--- src/rtl/gpio_pkg.sv ---
package gpio_pkg;
    localparam int ADDR_W = 3;
    localparam int NUM_REGS = 6;

    typedef enum logic [ADDR_W-1:0] {
        REG_DATA  = 3'd0,
        REG_DIR   = 3'd1,
        REG_PULL  = 3'd2,
        REG_SLEW  = 3'd3,
        REG_DRIVE = 3'd4,
        REG_ANA   = 3'd5
    } reg_sel_e;
endpackage

--- src/rtl/gpio_regs.sv ---
module gpio_regs
    import gpio_pkg::*;
#(
    parameter int N = 8
) (
    input  logic              clk,
    input  logic              rst_n,
    input  logic              wr_en,
    input  logic [ADDR_W-1:0] addr,
    input  logic [N-1:0]      wdata,
    output logic [N-1:0]      latch_q,
    output logic [N-1:0]      dir_q,
    output logic [N-1:0]      pull_q,
    output logic [N-1:0]      slew_q,
    output logic [N-1:0]      drive_q,
    output logic [N-1:0]      ana_q
);
    logic [N-1:0] bank_q [NUM_REGS];

    generate
        for (genvar r = 0; r < NUM_REGS; r++) begin : g_reg
            always_ff @(posedge clk or negedge rst_n) begin
                if (!rst_n) begin
                    bank_q[r] <= '0;
                end else if (wr_en && (addr == ADDR_W'(r))) begin
                    bank_q[r] <= wdata;
                end
            end
        end
    endgenerate

    assign latch_q = bank_q[REG_DATA];
    assign dir_q   = bank_q[REG_DIR];
    assign pull_q  = bank_q[REG_PULL];
    assign slew_q  = bank_q[REG_SLEW];
    assign drive_q = bank_q[REG_DRIVE];
    assign ana_q   = bank_q[REG_ANA];
endmodule

--- src/rtl/gpio_sync.sv ---
module gpio_sync #(
    parameter int N = 8,
    parameter int STAGES = 2
) (
    input  logic         clk,
    input  logic [N-1:0] async_in,
    output logic [N-1:0] sync_out
);
    logic [N-1:0] stage_q [STAGES];

    always_ff @(posedge clk) begin
        stage_q[0] <= async_in;
    end

    generate
        for (genvar s = 1; s < STAGES; s++) begin : g_stage
            always_ff @(posedge clk) begin
                stage_q[s] <= stage_q[s-1];
            end
        end
    endgenerate

    assign sync_out = stage_q[STAGES-1];
endmodule

--- src/rtl/gpio_readmux.sv ---
module gpio_readmux
    import gpio_pkg::*;
#(
    parameter int N = 8
) (
    input  logic [ADDR_W-1:0] addr,
    input  logic [N-1:0]      latch_q,
    input  logic [N-1:0]      dir_q,
    input  logic [N-1:0]      pull_q,
    input  logic [N-1:0]      slew_q,
    input  logic [N-1:0]      drive_q,
    input  logic [N-1:0]      ana_q,
    input  logic [N-1:0]      pin_sync,
    output logic [N-1:0]      rdata
);
    logic [N-1:0] data_view;

    generate
        for (genvar i = 0; i < N; i++) begin : g_pin
            always_comb begin
                if (dir_q[i]) begin
                    data_view[i] = latch_q[i];
                end else if (ana_q[i]) begin
                    data_view[i] = 1'b0;
                end else begin
                    data_view[i] = pin_sync[i];
                end
            end
        end
    endgenerate

    always_comb begin
        unique case (addr)
            REG_DATA:  rdata = data_view;
            REG_DIR:   rdata = dir_q;
            REG_PULL:  rdata = pull_q;
            REG_SLEW:  rdata = slew_q;
            REG_DRIVE: rdata = drive_q;
            REG_ANA:   rdata = ana_q;
            default:   rdata = '0;
        endcase
    end
endmodule

--- src/rtl/gpio_port.sv ---
module gpio_port
    import gpio_pkg::*;
#(
    parameter int N = 8,
    parameter int SYNC_STAGES = 2
) (
    input  logic              clk,
    input  logic              rst_n,
    input  logic              wr_en,
    input  logic [ADDR_W-1:0] addr,
    input  logic [N-1:0]      wdata,
    output logic [N-1:0]      rdata,
    input  logic [N-1:0]      pad_in,
    output logic [N-1:0]      pad_oe,
    output logic [N-1:0]      pad_out,
    output logic [N-1:0]      pad_pullup,
    output logic [N-1:0]      pad_slew,
    output logic [N-1:0]      pad_drive,
    output logic [N-1:0]      pad_analog
);
    logic [N-1:0] latch_q, dir_q, pull_q, slew_q, drive_q, ana_q;
    logic [N-1:0] pin_sync;

    gpio_regs #(.N(N)) u_regs (
        .clk     (clk),
        .rst_n   (rst_n),
        .wr_en   (wr_en),
        .addr    (addr),
        .wdata   (wdata),
        .latch_q (latch_q),
        .dir_q   (dir_q),
        .pull_q  (pull_q),
        .slew_q  (slew_q),
        .drive_q (drive_q),
        .ana_q   (ana_q)
    );

    gpio_sync #(.N(N), .STAGES(SYNC_STAGES)) u_sync (
        .clk      (clk),
        .async_in (pad_in),
        .sync_out (pin_sync)
    );

    gpio_readmux #(.N(N)) u_rmux (
        .addr     (addr),
        .latch_q  (latch_q),
        .dir_q    (dir_q),
        .pull_q   (pull_q),
        .slew_q   (slew_q),
        .drive_q  (drive_q),
        .ana_q    (ana_q),
        .pin_sync (pin_sync),
        .rdata    (rdata)
    );

    assign pad_oe     = dir_q;
    assign pad_out    = latch_q;
    assign pad_pullup = pull_q & ~dir_q & ~ana_q;
    assign pad_slew   = slew_q;
    assign pad_drive  = drive_q;
    assign pad_analog = ana_q;
endmodule

--- config.mk ---
export PLATFORM = sky130hd
export DESIGN_NAME = gpio_port
export DESIGN_NICKNAME = d
export VERILOG_FILES = /design/src/rtl/gpio_pkg.sv /design/src/rtl/gpio_regs.sv /design/src/rtl/gpio_sync.sv /design/src/rtl/gpio_readmux.sv /design/src/rtl/gpio_port.sv
export SDC_FILE = /design/constraint.sdc
export NUM_CORES = 1
export LEC_CHECK = 0
export ABC_AREA = 1
export BUFFER_PORTS_ARGS = -buffer_cell sky130_fd_sc_hd__buf_2
export CORE_MARGIN = 4
export CORE_UTILIZATION = 30
export CTS_BUF_LIST = sky130_fd_sc_hd__clkbuf_4
export CTS_CLUSTER_SIZE = 40
export DETAILED_ROUTE_END_ITERATION = 6
export PLACE_DENSITY = 0.47
export SLEW_MARGIN = 20
export SYNTH_ARGS = -nofsm -noshare
export SYNTH_HDL_FRONTEND = slang
export SYNTH_SLANG_ARGS = --single-unit
export TNS_END_PERCENT = 30
--- constraint.sdc ---
create_clock -name clk -period 1.7 [get_ports clk]
set_clock_uncertainty 0.2 [all_clocks]
set_input_delay 0.085 -clock clk [delete_from_list [all_inputs] [get_ports clk]]
set_output_delay 0.085 -clock clk [all_outputs]
set_load 0.02 [all_outputs]
After elaboration in Yosys (flattened, before gate mapping)
Memories as Yosys holds them, arrays and structs flattened.
Index checks and enable logic that the tools add are counted.
{"block": "op_classes", "eq_ne": 5, "muxes": 17, "bitwise_logic": 4, "reduce_logical": 7}
{"operator": "$pmux 8 s6", "count": 1}
{"operator": "$and 8x8->8", "count": 2}
{"operator": "$mux 1", "count": 16}
{"operator": "$not 8->8", "count": 2}
{"operator": "$eq 3x2->1 const B", "count": 2}
{"operator": "$eq 3x3->1 const B", "count": 2}
{"operator": "$logic_and 1x1->1", "count": 6}
{"operator": "$eq 3x1->1 const B", "count": 1}
{"operator": "$logic_not 3->1", "count": 1}
{"block": "word_totals", "regBits": 48, "mem_bits_rw": 16, "inputBits": 22, "out_inout_bits": 56, "word_cells": 40, "memories": 1}
{"memory": "u_sync.stage_q", "words": 2, "word_bits": 8, "read_ports": 2, "rd_ports_with_merged_regs": 0, "wr": 2, "line_no": "gpio_sync.sv:9", "rtl": "logic [N-1:0] stage_q [STAGES];"}

Depth between registers and ports, before layout
{"block": "depth", "depth_word": 3, "depth_mapped": 7, "mapped_depth_nobuf": 6}

Cells and area by module
A second synthesis with hierarchy kept.
{"block": "hier_totals", "cells_unflattened": 416, "hier_area_um2": 3150.5}
{"module": "gpio_regs", "n_inst": 1, "cells_per_inst": 217, "area_each_um2": 1953.1, "seq_area_each_um2": 1201.2}
{"module": "gpio_readmux", "n_inst": 1, "cells_per_inst": 151, "area_each_um2": 706.9, "seq_area_each_um2": 0.0}
{"module": "gpio_sync", "n_inst": 1, "cells_per_inst": 24, "area_each_um2": 380.4, "seq_area_each_um2": 320.3}
{"module": "gpio_port", "n_inst": 1, "cells_per_inst": 24, "area_each_um2": 110.1, "seq_area_each_um2": 0.0}

Worst setup path after synthesis
OpenSTA, ideal clock, no wires.
{"block": "synth_timing", "kind": "reg2out", "from": "reg u_regs.bank_q (netlist bit u_regs.dir_q[0])", "to": "out pad_pullup[0]", "arrival_ns": 1.005, "required_ns": 1.415, "setup_slack_ns": 0.410, "path_stages_with_launch": 2, "n_path_buf": 0, "path_cell_list": "dfrtp_1 > nor3_1"}
{"block": "synth_via", "elab_chain_len": 3}
{"item": "start, declared", "line_no": "gpio_regs.sv:18", "rtl": "logic [N-1:0] bank_q [NUM_REGS];"}
{"item": "start signal, assigned by index", "line_no": "gpio_regs.sv:26", "rtl": "bank_q[r] <= wdata;"}
{"item": "$not 8->8", "line_no": "gpio_port.sv:58", "rtl": "assign pad_pullup = pull_q & ~dir_q & ~ana_q;"}
{"item": "$and 8x8->8 (2 in a row)", "line_no": "gpio_port.sv:58"}
{"item": "end, declared", "line_no": "gpio_port.sv:16", "rtl": "output logic [N-1:0] pad_pullup,"}
Every way passes these cells.

Worst setup path in the final report
{"block": "layout_timing", "from": "reg u_regs.bank_q (netlist bit u_regs.ana_q[6])", "to": "out rdata[6]"}
{"block": "layout_via", "elab_chain_len": 3}
{"item": "$mux 1", "line_no": "gpio_readmux.sv:23", "rtl": "end else if (ana_q[i]) begin"}
{"item": "$mux 1", "line_no": "gpio_readmux.sv:21", "rtl": "if (dir_q[i]) begin"}
{"item": "$pmux 8 s6 *", "line_no": "gpio_readmux.sv:33", "rtl": "unique case (addr)"}
{"item": "end, declared", "line_no": "gpio_port.sv:12", "rtl": "output logic [N-1:0] rdata,"}
Every way passes the cells marked *; elsewhere a longest branch is shown, timed or not.

==> summary.md <==
| Metric | Value |
|---|---|
| Power density over cell area | 1060 nW/um2 |
| Fin crit period | 1.66 ns |
| # setup viols final | 0 |
| FF-to-FF setup slack | 0.70 ns |
| Synth Area in Simple Gates | 0.313 |
| Synth cell types | 21 |
| Pin count of the biggest net entering global routing | 49 |
| Hold Path Sink | u_regs.dir_q[5] |
| # nets final | around 490 |
| R2R cell count | 3 |
| Logic pwr share | 0.312 |
| Reg-to-reg endpoint | u_regs.dir_q[2] |
| Synthesized flop and latch total | 64 |
| Total GRT Usage | 0.171 |
| Layout fillers | 963 |
| Antenna Nets Post-Route | 0 |
| Vias in the first global route | 2697 |
| Final setup margin | roughly 0.042 ns |
| CP Capture Type | output port |
| Multiplexer share of the synthesized area | 0 |
| Die Wd | 105 um |
| Per-cell routed wire length | approximately 16 um |
| Via-per-instance ratio | between 4 and 5 |
| Fmax | around 600 MHz |
| Mapped Area | 2830 um2 |
| Max Transition Viols Final | 0 |
| Commonest non-fill, non-tap cell in the layout | nand2_1 |
| Vias | 2742 |
| # diodes | 0 |
| I/O Buffers | 77 |
| Placeable core area | 9200 um2 |
| CTS sink count | 64 |
| Yosys Warn Count | 0 |
| Psw | 1.56 mW |
| Die Area | 11000 um2 |
| P&R area growth vs syn | 37.5% |
| Worst Tran Pin Value | 0.385 ns |
| Clock Power Share | 0.205 |
| Final HPWL DP | 6380 um |
| CTS root buffer | clkbuf_4 |
| Starting density of the core | 0.308 |
| Critical path class | reg2out |
| RSZ-0062 raised after global routing | true |
| Final Cycle Share | 0.975 |
| DRT Wirelength | 9190 um |
| Peak supply drop | 0.000371 V |
| CTS tree | yes |
| Clock latency on the worst-skew pair | between 0.4 and 0.5 ns |
| Worst Hold Path Cells | 5 |
| Status | complete, no violations |
| Most frequent cells in the layout | nand2_1, buf_2, o21ai_1 |
| Clock Path Buffers | 2 |
| Fin cells | 582 |
| Max_slew headroom | 0.743 |
| Layout cells sized above 1 | 0.318 |
| TritonRoute pass-1 iters | 4 |
| Tot Pwr | approximately 4.1 mW |
| GPL Wtd Cong | 0.790 |
| Worst path arrival time | 1.37 ns |
| First DRT Iteration DRCs | 135 |
| CP max FO | 5 |
| Initial antenna violation count | 0 |
| Dpl ws | 0.120 ns |
| Number of max-cap violations | 0 |
| TritonCTS Buffers | 9 |
| Inst Count DP | 536 |
| Seq/Total Area, Yosys | 0.538 |
| Die height | 105 um |
| # rows | 35 |
| H-tree levels | 3 |
| Global route overflow | 0 |
| Worst path required time | 1.41 ns |
| Compound-Gate Fraction of Synth Area | 0.0991 |
| Combinational family with the most area after synthesis | simple AND/OR/NAND/NOR gates |
| Adder-cell share of the synthesized area | 0 |
| Worst Min Path Start | addr[0] |
| Synth Area in XOR/XNOR | 0 |
| Flop pwr share | 0.483 |
| Syn avg cell area | 8.20 um2 |
| Syn Inst Count | 345 |
| Crit path launch type | register |
| Leakage | 2.03 nW |
| Worst r2r src | u_regs.dir_q[2] |
| Net Sw Frac | 0.380 |
| Residual DRC | 0 |
| Total internal power | 2.55 mW |
| Syn_nets | 367 |
| # IOs | 78 |
| Count of final hold-check violations | 0 |
| Hold Crit Class | in2reg |
| Global-route wire length before repair | 14700 um |
| Clk pin slew, worst setup/hold paths | 0.10 ns |
-- cells by family (layout without fill, tap and decap cells) --
logic type | Yosys count | after routing
buf+inv | 32 | 158
flops | 64 | 64
simple gates | 193 | 193
compound gates | 56 | 56
-- synth_stat cells (all sizes together) --
library cell	count	area [um2]
nand4	16	100
a21oi	8	40.0
nor3	4	31.3
clkbuf	1	3.75
dfxtp	16	320
dfrtp	48	1200
buf	10	57.6
nand2	118	450
nor2	33	170
o21ai	48	240
inv	21	81.3
nand3	22	133
-- sequential cells by signal (all words and copies together), names as in the netlist --
| register | flops |
|---|---|
| u_sync.stage_q | 16 |
| u_regs.ana_q | 8 |
| u_regs.dir_q | 8 |
| u_regs.drive_q | 8 |
| u_regs.latch_q | 8 |
| u_regs.pull_q | 8 |
| u_regs.slew_q | 8 |
-- layer usage --
layer / share of wire / up-vias / track usage / wire [um]
met1: 0.47 / 1301 / 0.230 / 4290
met5: 0 / - / 0 / 0
met4: 0.0039 / 0 / 0.0525 / 36
met3: 0.045 / 2 / 0.0457 / 415
met2: 0.48 / 56 / 0.269 / 4440
li1: - / 1383 / - / -
-- repair_timing --
| action | in CTS | in global routing |
|---|---|---|
| buffers inserted | 3 | 6 |
| endpoints found under the hold margin | 104 | 0 |
| resized for setup | 5 | 27 |
| hold buffers | 21 | 0 |
| pin swaps | 1 | 8 |
| setup endpoints to repair | 4 | 8 |
-- metrics by stage --
| step | TNS [ns] | utilization | area (um2) | hold slack, ns |
|---|---|---|---|---|
| after CTS | -0.00865 | 0.409 | 3760 | 0.0404 |
| after floorplan | 0 | - | 2830 | -0.411 |
| final | 0 | 0.423 | 3890 | 0.0838 |
| after global routing | -0.369 | 0.423 | 3890 | 0.0683 |
| after detailed placement | 0 | 0.372 | 3420 | -0.0992 |
| after global placement | 0 | 0.372 | 3420 | -0.104 |
-- worst max-delay path by stage --
| stage | from | endpoint | cells past startpoint |
|---|---|---|---|
| final | u_regs.ana_q[6] | rdata[6] | 5 |
| after global routing | u_regs.ana_q[0] | rdata[0] | 5 |
| after CTS | u_regs.ana_q[4] | rdata[4] | 6 |
| after detailed placement | addr[2] | u_regs.slew_q[4] | 7 |
| after global placement | addr[2] | u_regs.slew_q[4] | 7 |
| after floorplan | u_regs.dir_q[0] | pad_pullup[0] | 1 |
-- power by group through the flow --
stage                     Sequential, mW  Combinational, mW  Clock, mW
after floorplan                     2.18              0.488          0
after global placement              2.02               1.13          0
after detailed placement            2.02               1.14          0
after CTS                           1.99               1.20      0.883
after global routing                2.02               1.41      0.955
final                               1.99               1.28      0.843
-- worst max-delay path: stages (launching register included) --
cell	delay, ns
dfrtp_1	0.44
nand4_1	0.11
nand2_1	0.07
nor2_1	0.14
nand2_1	0.07
buf_2	0.15
-- final cells by class --
type / count / area [um2] / area share
timing repair buffer: 121 / 826 / 0.212
clock inverter: 6 / 27.5 / 0.00708
multi-input combinational: 249 / 1210 / 0.311
tap: 111 / 139 / 0.0357
sequential: 64 / 1530 / 0.394
inverter: 21 / 81.3 / 0.0209
clock buffer: 10 / 75.1 / 0.0193
(Power assumes the default switching activity.)
